[src/rtl/cp_rt_pkg.sv]
package cp_rt_pkg;
  // control word bit positions
  localparam int unsigned CTRL_EN_BIT  = 0;
  localparam int unsigned CTRL_RUN_BIT = 1;
  // width of the index field carried by the sleep instruction
  localparam int unsigned SEL_FIELD_W  = 4;

  typedef enum logic [1:0] {
    CNT_IDLE  = 2'd0,
    CNT_ARMED = 2'd1
  } cnt_state_e;
endpackage

[src/rtl/cp_rt_cfg.sv]
module cp_rt_cfg #(
  parameter int unsigned NPER   = 5,
  parameter int unsigned CNT_W  = 16,
  parameter int unsigned ADDR_W = 11,
  parameter int unsigned DATA_W = 16,
  parameter int unsigned REG_AW = 3
) (
  input  logic              clk,
  input  logic              rst,
  input  logic              cfg_we,
  input  logic [REG_AW-1:0] cfg_addr,
  input  logic [DATA_W-1:0] cfg_wdata,
  output logic [CNT_W-1:0]  period_q [NPER],
  output logic [ADDR_W-1:0] entry_q,
  output logic              enable_q,
  output logic              run_cmd
);
  import cp_rt_pkg::*;

  localparam logic [REG_AW-1:0] ENTRY_ADDR = REG_AW'(NPER);
  localparam logic [REG_AW-1:0] CTRL_ADDR  = REG_AW'(NPER + 1);

  logic ctrl_wr;
  assign ctrl_wr = cfg_we && (cfg_addr == CTRL_ADDR);
  assign run_cmd = ctrl_wr && cfg_wdata[CTRL_RUN_BIT];

  for (genvar i = 0; i < NPER; i++) begin : g_period
    always_ff @(posedge clk) begin
      if (rst)
        period_q[i] <= '0;
      else if (cfg_we && cfg_addr == REG_AW'(i))
        period_q[i] <= cfg_wdata[CNT_W-1:0];
    end
  end

  always_ff @(posedge clk) begin
    if (rst) begin
      entry_q  <= '0;
      enable_q <= 1'b0;
    end else begin
      if (cfg_we && cfg_addr == ENTRY_ADDR)
        entry_q <= cfg_wdata[ADDR_W-1:0];
      if (ctrl_wr)
        enable_q <= cfg_wdata[CTRL_EN_BIT] | cfg_wdata[CTRL_RUN_BIT];
    end
  end

  // run command always leaves the enable set
  assert_run_sets_enable_R9: assert property (@(posedge clk) disable iff (rst)
    run_cmd |=> enable_q);
endmodule

[src/rtl/cp_rt_sel.sv]
module cp_rt_sel #(
  parameter int unsigned NPER  = 5,
  parameter int unsigned IDX_W = 4,
  parameter int unsigned SEL_W = 3
) (
  input  logic             clk,
  input  logic             rst,
  input  logic             upd,
  input  logic [IDX_W-1:0] upd_idx,
  output logic [SEL_W-1:0] sel_q
);
  logic idx_ok;
  assign idx_ok = 32'(upd_idx) < NPER;

  always_ff @(posedge clk) begin
    if (rst)
      sel_q <= '0;
    else if (upd && idx_ok)
      sel_q <= upd_idx[SEL_W-1:0];
  end

  assert_sel_in_bank_R4: assert property (@(posedge clk) disable iff (rst)
    32'(sel_q) < NPER);

  assert_bad_index_ignored_R6: assert property (@(posedge clk) disable iff (rst)
    (upd && 32'(upd_idx) >= NPER) |=> $stable(sel_q));
endmodule

[src/rtl/cp_rt_count.sv]
module cp_rt_count #(
  parameter int unsigned CNT_W  = 16,
  parameter int unsigned ADDR_W = 11
) (
  input  logic              clk,
  input  logic              rst,
  input  logic              enable,
  input  logic              run_cmd,
  input  logic              core_halt,
  input  logic [CNT_W-1:0]  period,
  input  logic [ADDR_W-1:0] entry,
  output logic              start_pulse,
  output logic [ADDR_W-1:0] start_addr
);
  import cp_rt_pkg::*;

  cnt_state_e         state_q;
  logic [CNT_W-1:0]   count_q;
  logic               fire;

  // period 0 fires like period 1
  assign fire = ({1'b0, count_q} + (CNT_W+1)'(1)) >= {1'b0, period};

  always_ff @(posedge clk) begin
    if (rst) begin
      state_q     <= CNT_IDLE;
      count_q     <= '0;
      start_pulse <= 1'b0;
      start_addr  <= '0;
    end else begin
      start_pulse <= 1'b0;
      if (run_cmd) begin
        start_pulse <= 1'b1;
        start_addr  <= entry;
        state_q     <= CNT_IDLE;
        count_q     <= '0;
      end else if (!enable) begin
        state_q <= CNT_IDLE;
        count_q <= '0;
      end else if (core_halt) begin
        state_q <= CNT_ARMED;
        count_q <= '0;
      end else if (state_q == CNT_ARMED) begin
        if (fire) begin
          start_pulse <= 1'b1;
          start_addr  <= entry;
          state_q     <= CNT_IDLE;
          count_q     <= '0;
        end else begin
          count_q <= count_q + CNT_W'(1);
        end
      end
    end
  end

  assert_idle_counter_zero_R7: assert property (@(posedge clk) disable iff (rst)
    (state_q == CNT_IDLE) |-> (count_q == '0));

  assert_pulse_disarms_R7: assert property (@(posedge clk) disable iff (rst)
    start_pulse |-> (state_q == CNT_IDLE));

  assert_no_restart_disabled_R8: assert property (@(posedge clk) disable iff (rst)
    (!enable && !run_cmd) |=> !start_pulse);

  assert_single_cycle_pulse_R11: assert property (@(posedge clk) disable iff (rst)
    start_pulse |=> (!start_pulse || $past(run_cmd)));
endmodule

[src/rtl/cp_restart_timer.sv]
module cp_restart_timer #(
  parameter int unsigned NPER   = 5,
  parameter int unsigned CNT_W  = 16,
  parameter int unsigned ADDR_W = 11,
  parameter int unsigned IDX_W  = cp_rt_pkg::SEL_FIELD_W,
  parameter int unsigned DATA_W = (CNT_W > ADDR_W) ? CNT_W : ADDR_W,
  parameter int unsigned REG_AW = $clog2(NPER + 2)
) (
  input  logic              clk,
  input  logic              rst,
  input  logic              cfg_we,
  input  logic [REG_AW-1:0] cfg_addr,
  input  logic [DATA_W-1:0] cfg_wdata,
  input  logic              core_halt,
  input  logic              sel_upd,
  input  logic [IDX_W-1:0]  sel_upd_idx,
  output logic              start_pulse,
  output logic [ADDR_W-1:0] start_addr
);
  localparam int unsigned SEL_W = (NPER > 1) ? $clog2(NPER) : 1;

  logic [CNT_W-1:0]  period_q [NPER];
  logic [ADDR_W-1:0] entry_q;
  logic              enable_q;
  logic              run_cmd;
  logic [SEL_W-1:0]  sel_q;
  logic [CNT_W-1:0]  period_sel;

  cp_rt_cfg #(
    .NPER(NPER), .CNT_W(CNT_W), .ADDR_W(ADDR_W),
    .DATA_W(DATA_W), .REG_AW(REG_AW)
  ) i_cfg (
    .clk(clk), .rst(rst),
    .cfg_we(cfg_we), .cfg_addr(cfg_addr), .cfg_wdata(cfg_wdata),
    .period_q(period_q), .entry_q(entry_q),
    .enable_q(enable_q), .run_cmd(run_cmd)
  );

  cp_rt_sel #(
    .NPER(NPER), .IDX_W(IDX_W), .SEL_W(SEL_W)
  ) i_sel (
    .clk(clk), .rst(rst),
    .upd(sel_upd), .upd_idx(sel_upd_idx),
    .sel_q(sel_q)
  );

  assign period_sel = period_q[sel_q];

  cp_rt_count #(
    .CNT_W(CNT_W), .ADDR_W(ADDR_W)
  ) i_count (
    .clk(clk), .rst(rst),
    .enable(enable_q), .run_cmd(run_cmd), .core_halt(core_halt),
    .period(period_sel), .entry(entry_q),
    .start_pulse(start_pulse), .start_addr(start_addr)
  );
endmodule

[config.mk]
export PLATFORM = sky130hd
export DESIGN_NAME = cp_restart_timer
export DESIGN_NICKNAME = d
export VERILOG_FILES = /design/src/rtl/cp_rt_pkg.sv /design/src/rtl/cp_rt_cfg.sv /design/src/rtl/cp_rt_sel.sv /design/src/rtl/cp_rt_count.sv /design/src/rtl/cp_restart_timer.sv
export SDC_FILE = /design/constraint.sdc
export NUM_CORES = 1
export LEC_CHECK = 0
export BUFFER_PORTS_ARGS = -buffer_cell sky130_fd_sc_hd__buf_2
export CAP_MARGIN = 25
export CELL_PAD_IN_SITES_DETAIL_PLACEMENT = 0
export CELL_PAD_IN_SITES_GLOBAL_PLACEMENT = 1
export CORE_MARGIN = 8
export CORE_UTILIZATION = 40
export DETAILED_ROUTE_END_ITERATION = 8
export PLACE_DENSITY = 0.82
export REMOVE_ABC_BUFFERS = 1
export SYNTH_ARGS = -nofsm -noshare
export SYNTH_HDL_FRONTEND = slang
export SYNTH_SLANG_ARGS = --single-unit
[constraint.sdc]
create_clock -name clk -period 4.89 [get_ports clk]
set_input_delay 0.489 -clock clk [delete_from_list [all_inputs] [get_ports clk]]
set_output_delay 0.489 -clock clk [all_outputs]
set_load 0.02 [all_outputs]
* Word level (Yosys, flattened, before mapping) *
Cells that the tools add are included.

word-level totals
  output and inout bits = 12
  input bits = 28
  flip-flop bits (word level) = 124
  logic and storage cells = 63

operators by class
  equality and inequality tests = 7
  order comparisons = 3
  reduce and logical (&&, ||, !) cells = 19
  bitwise operators = 3
  multiplexer cells = 17
  add/subtract/negate cells = 2

operators with widths
  kind                                                                           count
  11-bit 2-to-1 mux                                                              5
  16-bit binary-select mux with 3-bit select                                     1
  16-bit 2-to-1 mux                                                              3
  16-bit by 1-bit adder with 17-bit output (second input constant)               1
  17-bit by 16-bit >= comparator with 1-bit output                               1
  16-bit by 1-bit adder with 16-bit output (second input constant)               1
  2-bit nonzero test                                                             5
  3-bit == test (second input constant)                                          3
  1-bit logical AND                                                              9
  1-bit 2-to-1 mux                                                               8
  3-bit by 2-bit == test with 1-bit output (second input constant)               2
  4-bit >= comparator (second input constant)                                    1
  4-bit by 3-bit less-than comparator with 1-bit output (second input constant)  1
  3-bit NOT with 4-bit output                                                    1
  4-bit AND reduction                                                            1
  4-bit OR reduction                                                             1
  3-bit by 1-bit == test with 1-bit output (second input constant)               1
  3-bit zero test                                                                1
  3-bit OR reduction                                                             1
  2-bit by 1-bit != test with 1-bit output (second input constant)               1
  2-bit AND reduction                                                            1
  1-bit NOT                                                                      1
  1-bit bitwise OR                                                               1

* Logic depth before layout (Yosys ltp) *
Gate-level depths: netlist of the first run.

  depth after elaboration = 10
  gate-level depth with buffers = 14
  depth with buffers taken out = 13

* By module *
From an unflattened synthesis of the first run, not the netlist that was laid out.

unflattened totals
  cells, all modules = 636
  area total of the unflattened synthesis = 6412.4 µm²

modules (own cells, without submodules)
  module            area an instance (µm²)  cells an instance  times used  seq. area each (µm²)
  cp_rt_cfg         3659.8                  326                1           1841.8
  cp_rt_count       1915.6                  217                1           580.6
  cp_restart_timer  694.4                   77                 1           0.0
  cp_rt_sel         142.6                   16                 1           60.1

* Worst setup path after synthesis of the first run *
No wires, ideal clock.

  path kind = flip-flop to flip-flop
  start = register i_sel.sel_q[0]
  end = register i_count.start_addr[0]
  clock period less this slack = 3.733 ns
  setup slack = 1.157 ns
  cell stages (with the launch flop) = 13
  data arrival time = 3.614 ns
  buffers on the path = 3
  data required time = 4.771 ns
  library setup time = 0.119 ns
  cells stage by stage = dfxtp_1 -> clkbuf_1 -> clkbuf_1 -> mux4_2 -> a22oi_1 -> ha_1 -> nand4_1 -> or3_4 -> a311oi_4 -> nor2_4 -> o31a_4 -> buf_6 -> mux2i_1

on the way
  longest elaborated chain between the ends = 7

RTL lines
  item                                                  line                    source
  start, declared                                       cp_rt_sel.sv:10         output logic [SEL_W-1:0] sel_q
  start signal, assigned                                cp_rt_sel.sv:19         sel_q <= upd_idx[SEL_W-1:0];
  3-bit NOT with 4-bit output (not written as such)     cp_restart_timer.sv:47  assign period_sel = period_q[sel_q];
  16-bit binary-select mux with 3-bit select            cp_restart_timer.sv:47
  16-bit 2-to-1 mux (not written as such) (2 in a row)  cp_restart_timer.sv:47
  17-bit by 16-bit >= comparator with 1-bit output      cp_rt_count.sv:22       assign fire = ({1'b0, count_q} + (CNT_W+1)'(1)) >= {1'b0, period};
  2-bit nonzero test (no line)                          n/a
  4-bit AND reduction (no line)                         n/a
  end signal, assigned                                  cp_rt_count.sv:34       start_addr <= entry;
  end signal, assigned                                  cp_rt_count.sv:46       start_addr <= entry;
  end, declared                                         cp_rt_count.sv:13       output logic [ADDR_W-1:0] start_addr

Every way passes these cells. The select of a mux whose other input is x is not followed.
A chain may end at the register's enable or synchronous reset.

* Worst setup path in the final report of the first run *
  start = register i_sel.sel_q[2]
  end = register i_count.start_addr[0]

Same word-level chain as after synthesis.

==> results of run 1 <==
[kinds of logic (layout without fill, tap and decap cells)]
logic type / Yosys count / after routing / synth area share, %
AO/OA/AOI/OAI: 146 / 146 / 14.8
adder cells (fa/ha/maj): 17 / 17 / 3.68
multiplexers: 30 / 30 / 8.66
flip-flops: 124 / 124 / 43.0
buffers and inverters: 43 / 85 / 2.92
AND/OR/NAND/NOR: 310 / 310 / 24.9
XOR/XNOR: 14 / 14 / 2.12
[flip-flops by register name (all words and copies together), names as in the netlist]
name / cells
i_sel.sel_q: 3
i_count.start_addr: 11
i_count.count_q: 16
i_count.state_q: 1
i_count.start_pulse: 1
i_cfg.period_q: 80
i_cfg.entry_q: 11
i_cfg.enable_q: 1
[Yosys cell counts, types with 5 or more instances]
cell and n:
xnor2_1 11, ha_1 17, nand2b_1 33, nand4_1 8
clkbuf_1 39, mux2i_1 14, and3_1 8, nand3_1 15
o21ai_0 5, dfxtp_1 124, a22oi_1 15, a21oi_1 106
nor2_1 21, mux4_2 16, nand2_1 196, o31ai_1 7
a32oi_1 5
[worst max-delay path, delay by kind of cell (launching register included)]
family	cells	cell delay, ns
buf+inv	3	0.54
compound gates	3	1.05
flops	1	0.34
mux	1	0.15
simple gates	4	1.34
fa+ha+maj	1	0.32
[metrics by stage]
| stage | hold slack, ns | total power (W) | instance area, µm² |
|---|---|---|---|
| 5_1_grt | 0.367 | 0.00267 | 6820 |
| 3_5_place_dp | 0.447 | 0.00121 | 6130 |
| 6_report | 0.345 | 0.00258 | 6820 |
| 2_1_floorplan | 0.427 | 0.00114 | 5620 |
| 3_3_place_gp | 0.438 | 0.00121 | 6130 |
| 4_1_cts | 0.334 | 0.00260 | 6790 |
[final timing paths]
check / startpoint / end / depth (start not counted)
setup reg to reg: i_sel.sel_q[2] / i_count.start_addr[0] / 12
hold / removal: sel_upd_idx[0] / i_sel.sel_q[0] / 3
hold reg to reg: i_cfg.period_q[73] / i_cfg.period_q[73] / 2
setup / recovery: i_sel.sel_q[2] / i_count.start_addr[0] / 12
[cell type report]
class                      instances  area, µm²  share of cell area (%)
multi-input combinational        517       3130                    45.9
sequential                       124       2480                    36.4
clock buffer                      22        474                    6.96
timing repair buffer              50        300                    4.41
tap                              184        230                    3.38
clock inverter                    10        186                    2.73
inverter                           3       11.3                   0.165
[layer usage]
metal / GRT usage (%) / up-vias
met5: 0 / -
met4: 7.26 / 0
met3: 2.99 / 17
met2: 27.7 / 106
met1: 20.6 / 2397
li1: - / 2438
[where the power goes]
group / internal (W) / switching [W] / total, W / leakage, nW
clock network: 0.000945 / 0.000447 / 0.00139 / 0.313
registers: 0.00103 / 0.0000115 / 0.00104 / 1.00
logic: 0.0000536 / 0.0000994 / 0.000153 / 1.18
total: 0.00203 / 0.000557 / 0.00258 / 2.50
==> run_results.csv, run 1 <==
group,metric,value,unit
sta,fin_crit,3.88,ns
routing,routed.top_layer,"met4",
synth,synthesis.area,5780,µm²
routing,num_vias,4958,
floorplanning,die_x,136,µm
routing,drc,0,
worst_setup_path,cpMostUsedCell,"buf_4",
routing,drt-vias-per-instance,5.45,
synth,synth_top_cell_by_area,"dfxtp_1",
cts,cts_made_buffers,17,
routing,ant_nets,0,
worst_setup_path,reg2reg_setup_slack,1.01,ns
routing,first_pass_iters,5,
cts,htreeDepth,4,
routing,route.layer.met1.wl,6650,µm
cts,clock_latency,0.42,ns
worst_setup_path,cpMaxStageDelayCell,"nor3_1",
routing,wire_per_inst,16.5,µm
floorplanning,dieArea,18500,µm²
finish,antenna_cells,0,
grt,grt.total_usage,16.6,%
synth,synth_top_area_share,43.0,%
grt,grt_pass1_vias,4705,
sta,tightest_slew,0.989,ns
finish,area_delta_synth_final,18.0,%
worst_setup_path,required,5.18,ns
worst_setup_path,max_stage_delay,0.67,ns
cts,clock-root-buffer,"clkbuf_16",
sta,skew,0.0111,ns
power,leakagePower,2.50,nW
synth,ys_async_sr_fraction,0,%
outcome,outcome,"finished, final reports clean",
placed_design,place_inst,877,
finish,post-route-util,47.6,%
worst_setup_path,worstPathCellList,"clkinv_1, buf_4, nor3_1, buf_4, a22oi_1, ha_1, nand4_1, or3_4, a311oi_4, nor2_4, o31a_4, mux2i_1",
floorplanning,core-area,14300,µm²
cts,postCtsSetupRepairBufs,0,
cts,cts_tree,"done",
cts,cts_resized,0,
floorplanning,rows,44,
sta,setup_ws,1.01,ns
sta,slew_headroom,34.0,%
job,drv_cap,0,
grt,grt_overflow,0,
sta,setup_viol,0,
synth,synth_enable_flop_cells,0,
cts,clk_pin_slew,0.06,ns
placed_design,dp_slack,1.02,ns
finish,instances_no_fill,910,
power,power.density,379,nW/µm²
cts,cts.path.max_buffers,2,
placed_design,gp_congestion,0.825,
sta,final_max_slew_viol_count,0,
worst_setup_path,path_class,"reg2reg",
placed_design,dpl.hpwl,10100,µm
min_path,hold_class,"in2reg",
finish,fillers,1368,
grt,grt_max_degree,122,
worst_setup_path,cp-start-kind,"flip-flop",
finish,nNetsFinal,758,
cts,cts.sinks,124,
synth,syn_avg_cell_area,8.45,µm²
finish,drive_above_1_share,14.7,%
routing,wirelength,15000,µm
synth,ys_warn_count,0,
floorplanning,io_pins,40,
sta,finalHoldViolations,0,
synth,syn_inst,684,
power,irDropWorstVdd,0.000238,V
synth,synth_seq_area_share,43.0,%
sta,fmax,258,MHz
sta,setup_tns,0,ns
worst_setup_path,worstPathMaxFanout,18,
finish,final_cell_mix,"nand2_1, dfxtp_1, a21oi_1",
routing,route.met2.wl,7520,µm
synth,yosysUniqueCellTypes,42,
floorplanning,dieHeight,136,µm
grt,antenna_found_initial,0,
synth,synth_area_leaders,"dfxtp_1, nand2_1, a21oi_1, mux4_2, ha_1",
finish,layout_commonest_cell,"nand2_1",
synth,synthFlopType,"dfxtp_1",
sta,fin_crit_sh,79.3,%
worst_setup_path,crit_arrival,4.16,ns
placed_design,io_buffers,39,
cts,hold_buffers,0,
synth,synth_seq_cells,124,
routing,initialDrtViolationCount,448,
routing,wl_met3,508,µm
sta,grt_setup_unrepaired,"no",
grt,grt_pass1_wl,24300,µm
floorplanning,initial_core_util,40.4,%
worst_setup_path,endpoint_kind,"flip-flop",
No activity file was read; power rests on OpenSTA's default activity.
==> inputs of run 2 (changes only) <==
--- a/config.mk
+++ b/config.mk
@@ -5,6 +5,7 @@
 export SDC_FILE = /design/constraint.sdc
 export NUM_CORES = 1
 export LEC_CHECK = 0
+export ABC_AREA = 1
 export BUFFER_PORTS_ARGS = -buffer_cell sky130_fd_sc_hd__buf_2
 export CAP_MARGIN = 25
 export CELL_PAD_IN_SITES_DETAIL_PLACEMENT = 0
@@ -12,7 +13,7 @@
 export CORE_MARGIN = 8
 export CORE_UTILIZATION = 40
 export DETAILED_ROUTE_END_ITERATION = 8
-export PLACE_DENSITY = 0.82
+export PLACE_DENSITY = 0.84
 export REMOVE_ABC_BUFFERS = 1
 export SYNTH_ARGS = -nofsm -noshare
 export SYNTH_HDL_FRONTEND = slang
==> constraint.sdc (replaced) <==
create_clock -name clk -period 3.8 [get_ports clk]
set_input_delay 0.38 -clock clk [delete_from_list [all_inputs] [get_ports clk]]
set_output_delay 0.38 -clock clk [all_outputs]
set_load 0.02 [all_outputs]
==> run_results.csv, run 2 <==
group,metric,value,unit
outcome,outcome,"finished, final reports clean",
finish,instances_no_fill,1066,
floorplanning,dieArea,18900,µm²
worst_setup_path,worstPathCellList,"ha_1, nand2_1, nor2_4, nand2_2, nor2_1, nand2_1, nor2_1, xnor2_1, inv_1, ha_1, nand2_1, nand2_1, nand2_1, nand2_1, nor2_1, nand2_1, nor2_4, nand2_4, nand2_2, nand3_1, nand2_1, nor2_1",
routing,wirelength,15200,µm
cts,cts.path.max_buffers,2,
routing,initialDrtViolationCount,335,
synth,synth_seq_cells,124,
sta,finalHoldViolations,0,
synth,yosys-top-cells-count,"nor2_1, o21ai_0, dfxtp_1",
finish,nNetsFinal,915,
worst_setup_path,worstReg2RegEnd,"i_count.start_addr[2]",
floorplanning,dieHeight,137,µm
power,total_power,0.00343,W
synth,synthesis.area,5900,µm²
cts,cts.sinks,124,
finish,largest_register_ffs,80,
synth,syn_avg_cell_area,7.03,µm²
sta,grt_setup_unrepaired,"no",
synth,synth_top_area_share,42.1,%
finish,antenna_cells,0,
grt,grt_overflow,0,
sta,fin_crit,3.21,ns
cts,hold_buffers,0,
grt,antenna_found_initial,0,
power,irDropWorstVdd,0.000332,V
sta,setup_viol,0,
cts,clk_pin_slew,0.06,ns
cts,htreeDepth,4,
synth,synthFlopType,"dfxtp_1",
cts,cts_made_buffers,17,
worst_setup_path,r2r-start,"i_count.count_q[0]",
floorplanning,rows,44,
synth,synth_area_leaders,"dfxtp_1, nor2_1, o21ai_0, nand2_1, a21oi_1",
routing,first_pass_iters,5,
sta,setup_ws,0.594,ns
routing,ant_nets,0,
grt,grt_pass1_wl,25200,µm
floorplanning,io_pins,40,
cts,postCtsSetupRepairBufs,0,
min_path,min_to,"i_count.start_pulse",
worst_setup_path,max_stage_delay,0.39,ns
worst_setup_path,cp-start-kind,"flip-flop",
sta,tightest_slew,0.799,ns
floorplanning,die_x,137,µm
worst_setup_path,endpoint_kind,"flip-flop",
worst_setup_path,worstPathMaxFanout,23,
worst_setup_path,cpMostUsedCell,"nand2_1",
grt,grt_pass1_vias,4978,
sta,setup_tns,0,ns
synth,ys_async_sr_fraction,0,%
finish,drive_above_1_share,13.2,%
cts,clock_latency,0.43,ns
synth,syn_inst,840,
placed_design,dpl.hpwl,9890,µm
job,drv_cap,0,
synth,ys_warn_count,0,
finish,final_cell_mix,"nor2_1, o21ai_0, dfxtp_1",
placed_design,place_inst,1035,
sta,skew,0.00762,ns
worst_setup_path,reg2reg_setup_slack,0.59,ns
routing,drt-vias-per-instance,4.97,
placed_design,dp_slack,0.616,ns
min_path,worstHoldStart,"rst",
synth,yosys.cell_count.top_type,"nor2_1",
finish,layout_commonest_cell,"nor2_1",
routing,num_vias,5297,
cts,cts_tree,"done",
synth,yosysUniqueCellTypes,35,
routing,drc,0,
min_path,hold_class,"in2reg",
synth,synth_top_cell_by_area,"dfxtp_1",
floorplanning,core-area,14500,µm²
finish,reg_top3,"i_cfg.period_q: 80 flops, i_count.count_q: 16 flops",
finish,area_delta_synth_final,16.9,%
finish,regMostFlops,"i_cfg.period_q",
synth,synth_seq_area_share,42.1,%
placed_design,gp_congestion,0.766,
synth,synth_enable_flop_cells,0,
cts,cts_resized,0,
min_path,hold_depth,2,
sta,slew_headroom,46.7,%
worst_setup_path,crit_family,"simple AND/OR/NAND/NOR gates",
finish,fillers,1496,
power,power.density,497,nW/µm²
sta,final_max_slew_viol_count,0,
grt,grt_max_degree,72,
worst_setup_path,required,4.12,ns
placed_design,io_buffers,39,
worst_setup_path,path_class,"reg2reg",
sta,fmax,312,MHz
routing,wire_per_inst,14.2,µm
sta,fin_crit_sh,84.4,%
floorplanning,initial_core_util,40.8,%
worst_setup_path,path_buf_inv,1,
worst_setup_path,crit_arrival,3.53,ns
grt,grt.total_usage,16.9,%
worst_setup_path,reg2reg_depth,22,
cts,clock-root-buffer,"clkbuf_16",
power,leakagePower,2.96,nW
worst_setup_path,cpMaxStageDelayCell,"dfxtp_1",
[run 2: changes by cell type in the layout (fill, tap and decap cells not counted), sizes merged, moves of 14 or more]
cell    delta
nor2     +153
mux4      -16
a21oi     -28
inv       +70
nand2     -68
a22oi     -15
nand3     +27
nand2b    -33
o21ai    +122
mux2i     -14
[run 2: power by group]
group | switching, W | internal [W]
clock | 0.000626 | 0.00118
sequential | 0.0000189 | 0.00134
combinational | 0.000177 | 0.0000881
total | 0.000822 | 0.00261
[run 2: worst max-delay path by stage]
stage	startpoint	to	cells after the start
global placement	i_count.count_q[0]	i_count.start_addr[8]	22
global route	i_count.count_q[0]	i_count.start_addr[5]	22
detailed placement	i_count.count_q[0]	i_count.start_addr[2]	22
CTS	i_count.count_q[0]	i_count.start_addr[2]	22
finish	i_count.count_q[0]	i_count.start_addr[2]	22
floorplan	i_sel.sel_q[0]	i_count.start_addr[0]	16
[run 2: layout make-up]
cell class	count	area (µm²)	area share, %
Multi-Input combinational cell	600	2950	42.8
Sequential cell	124	2480	36.0
Clock buffer	18	439	6.37
Clock inverter	13	213	3.08
Tap cell	184	230	3.34
Timing Repair Buffer	54	308	4.46
Inverter	73	274	3.97
[run 2: kinds of logic after synthesis]
logic type / synth area share (%)
AOI/OAI and AO/OA: 19.2
xor gates and xnor gates: 2.08
adders and majority gates: 3.60
buffers and inverters: 7.93
DFF: 42.1
and+or+nand+nor: 25.2
[run 2: metrics by stage]
step	utilization (%)	cell area [µm²]	hold WS [ns]
global placement	43.1	6250	0.435
detailed placement	43.1	6250	0.439
finish	47.6	6900	0.151
CTS	47.6	6900	0.138
global route	47.6	6900	0.159
floorplan	-	5710	0.427
[run 2: metal layers]
metal / GRT usage (%) / part of all wire (%) / up-vias
met3: 4.12 / 3.6 / 15
met1: 22.0 / 48 / 2401
li1: - / - / 2792
met4: 5.31 / 1.2 / 0
met5: 0 / 0 / -
met2: 27.0 / 47 / 89
==> inputs of run 3 (changes only) <==
==> constraint.sdc (replaced) <==
create_clock -name clk -period 3.3 [get_ports clk]
set_input_delay 0.33 -clock clk [delete_from_list [all_inputs] [get_ports clk]]
set_output_delay 0.33 -clock clk [all_outputs]
set_load 0.02 [all_outputs]
==> run_results.csv, run 3 (synthesis results as in run 2) <==
group,metric,value,unit
outcome,outcome,"finished, final reports clean",
grt,grt_pass1_wl,25900,µm
finish,nNetsFinal,920,
placed_design,gp_congestion,0.781,
routing,num_vias,5371,
finish,area_delta_synth_final,16.0,%
min_path,hold_depth,2,
worst_setup_path,required,3.63,ns
grt,grt_overflow,0,
sta,fin_crit,2.97,ns
worst_setup_path,crit_arrival,3.30,ns
placed_design,dpl.hpwl,10400,µm
sta,final_max_slew_viol_count,0,
finish,post-route-util,47.3,%
worst_setup_path,worstPathCellList,"inv_1, nand2_1, buf_4, o21ai_0, inv_1, ha_1, nand2_1, nor2_1, and2_1, nand2_1, nand2_1, nor2_4, nand2_4, nor2_8, buf_12, nand2_1, a21oi_1",
floorplanning,core-area,14500,µm²
job,drv_cap,0,
power,irDropWorstVdd,0.000371,V
sta,setup_viol,0,
grt,antenna_found_initial,0,
floorplanning,initial_core_util,40.8,%
grt,grt.total_usage,17.3,%
power,combPwrFrac,8.9,%
routing,drt-vias-per-instance,5.02,
power,p_seq_share,43.4,%
placed_design,place_inst,1038,
cts,htreeDepth,4,
power,p_sw,0.000893,W
finish,final_cell_mix,"nor2_1, o21ai_0, dfxtp_1",
sta,setup_ws,0.332,ns
floorplanning,io_pins,40,
cts,cts_tree,"done",
min_path,worstHoldStart,"rst",
grt,grt_pass1_vias,5147,
sta,skew,0.0119,ns
power,leakagePower,2.97,nW
routing,first_pass_iters,5,
min_path,min_to,"i_cfg.enable_q",
cts,cts.path.max_buffers,2,
worst_setup_path,worstPathMaxFanout,12,
floorplanning,rows,44,
placed_design,io_buffers,39,
cts,clk_pin_slew,0.06,ns
worst_setup_path,path_class,"reg2reg",
worst_setup_path,max_stage_delay,0.40,ns
routing,ant_nets,0,
sta,fmax,337,MHz
finish,regMostFlops,"i_cfg.period_q",
power,power.density,525,nW/µm²
finish,reg_top3,"i_cfg.period_q: 80 flops, i_count.count_q: 16 flops",
sta,slew_headroom,44.3,%
worst_setup_path,worstReg2RegEnd,"i_count.count_q[15]",
power,p_int,0.00271,W
cts,clock_latency,0.42,ns
power,pwr-share-clk,47.6,%
cts,cts_made_buffers,17,
worst_setup_path,cp-start-kind,"flip-flop",
routing,drc,0,
worst_setup_path,cpMostUsedCell,"nand2_1",
cts,hold_buffers,0,
sta,finalHoldViolations,0,
worst_setup_path,reg2reg_setup_slack,0.33,ns
sta,tightest_slew,0.834,ns
finish,layout_commonest_cell,"nor2_1",
routing,wirelength,15600,µm
routing,wire_per_inst,14.6,µm
sta,fin_crit_sh,89.9,%
cts,clock-root-buffer,"clkbuf_16",
cts,cts.sinks,124,
finish,antenna_cells,0,
worst_setup_path,r2r-start,"i_sel.sel_q[0]",
min_path,hold_class,"in2reg",
power,swShare,24.8,%
placed_design,dp_slack,0.184,ns
sta,grt_setup_unrepaired,"no",
worst_setup_path,endpoint_kind,"flip-flop",
grt,grt_max_degree,46,
worst_setup_path,cpMaxStageDelayCell,"o21ai_0",
finish,instances_no_fill,1069,
finish,drive_above_1_share,13.3,%
routing,initialDrtViolationCount,379,
finish,design_area,6850,µm²
floorplanning,dieHeight,137,µm
placed_design,place_area,6280,µm²
floorplanning,die_x,137,µm
worst_setup_path,reg2reg_depth,17,
finish,largest_register_ffs,80,
floorplanning,dieArea,18900,µm²
[run 3: how the worst max path moves through the flow]
stage | from | end | slack, ns | depth (start not counted)
2_1_floorplan | i_sel.sel_q[0] | i_count.start_addr[0] | -0.04 | 16
3_3_place_gp | i_count.count_q[0] | i_count.start_addr[4] | 0.25 | 22
3_5_place_dp | i_count.count_q[0] | i_count.start_addr[10] | 0.18 | 22
4_1_cts | i_count.count_q[0] | i_count.start_addr[10] | 0.17 | 22
5_1_grt | i_count.count_q[0] | i_count.count_q[15] | 0.03 | 22
6_report | i_sel.sel_q[0] | i_count.count_q[15] | 0.33 | 17
[run 3: worst max-delay path, delay by kind of cell (launching register included)]
family                     cells  cell delay [ns]
DFF                            1             0.33
AOI/OAI and AO/OA              2             0.51
and+or+nand+nor               10             0.97
adders and majority gates      1             0.30
buffers and inverters          4             0.74
[run 3: metal layers]
layer / global-route usage (%) / wire [µm] / vias to the layer above
li1: - / - / 2795
met1: 22.4 / 7390 / 2486
met2: 28.1 / 7370 / 77
met3: 4.23 / 642 / 13
met4: 4.77 / 161 / 0
met5: 0 / 0 / -
[run 3: timing repair]
item | CTS | global route
setup endpoints to repair | 0 | 20
buffers inserted | 0 | 2
hold endpoints to repair | 0 | 0
resized for setup | 0 | 2
[run 3: area by class of cell]
| type | count | area [µm²] |
|---|---|---|
| inverters | 73 | 274 |
| repair buffers | 59 | 370 |
| fillers | 1527 | 7630 |
| well taps | 184 | 230 |
| multi-input cells | 600 | 2960 |
| clock inverters | 8 | 71.3 |
| clock buffers | 21 | 460 |
| flip-flops and latches | 124 | 2480 |
[run 3: power groups by stage]
stage / clock network (W) / registers, W / logic (W)
finish: 0.00171 / 0.00156 / 0.000321
detailed placement: 0 / 0.00159 / 0.000319
floorplan: 0 / 0.00160 / 0.000182
global placement: 0 / 0.00159 / 0.000318
global route: 0.00181 / 0.00157 / 0.000365
CTS: 0.00174 / 0.00156 / 0.000320
[run 3: through the flow]
step / hold WS, ns / power [W] / setup TNS (ns)
final: 0.129 / 0.00360 / 0
after floorplan: 0.399 / 0.00178 / -0.402
after detailed placement: 0.438 / 0.00191 / 0
after CTS: 0.114 / 0.00362 / 0
after global routing: 0.113 / 0.00374 / 0
after global placement: 0.433 / 0.00191 / 0
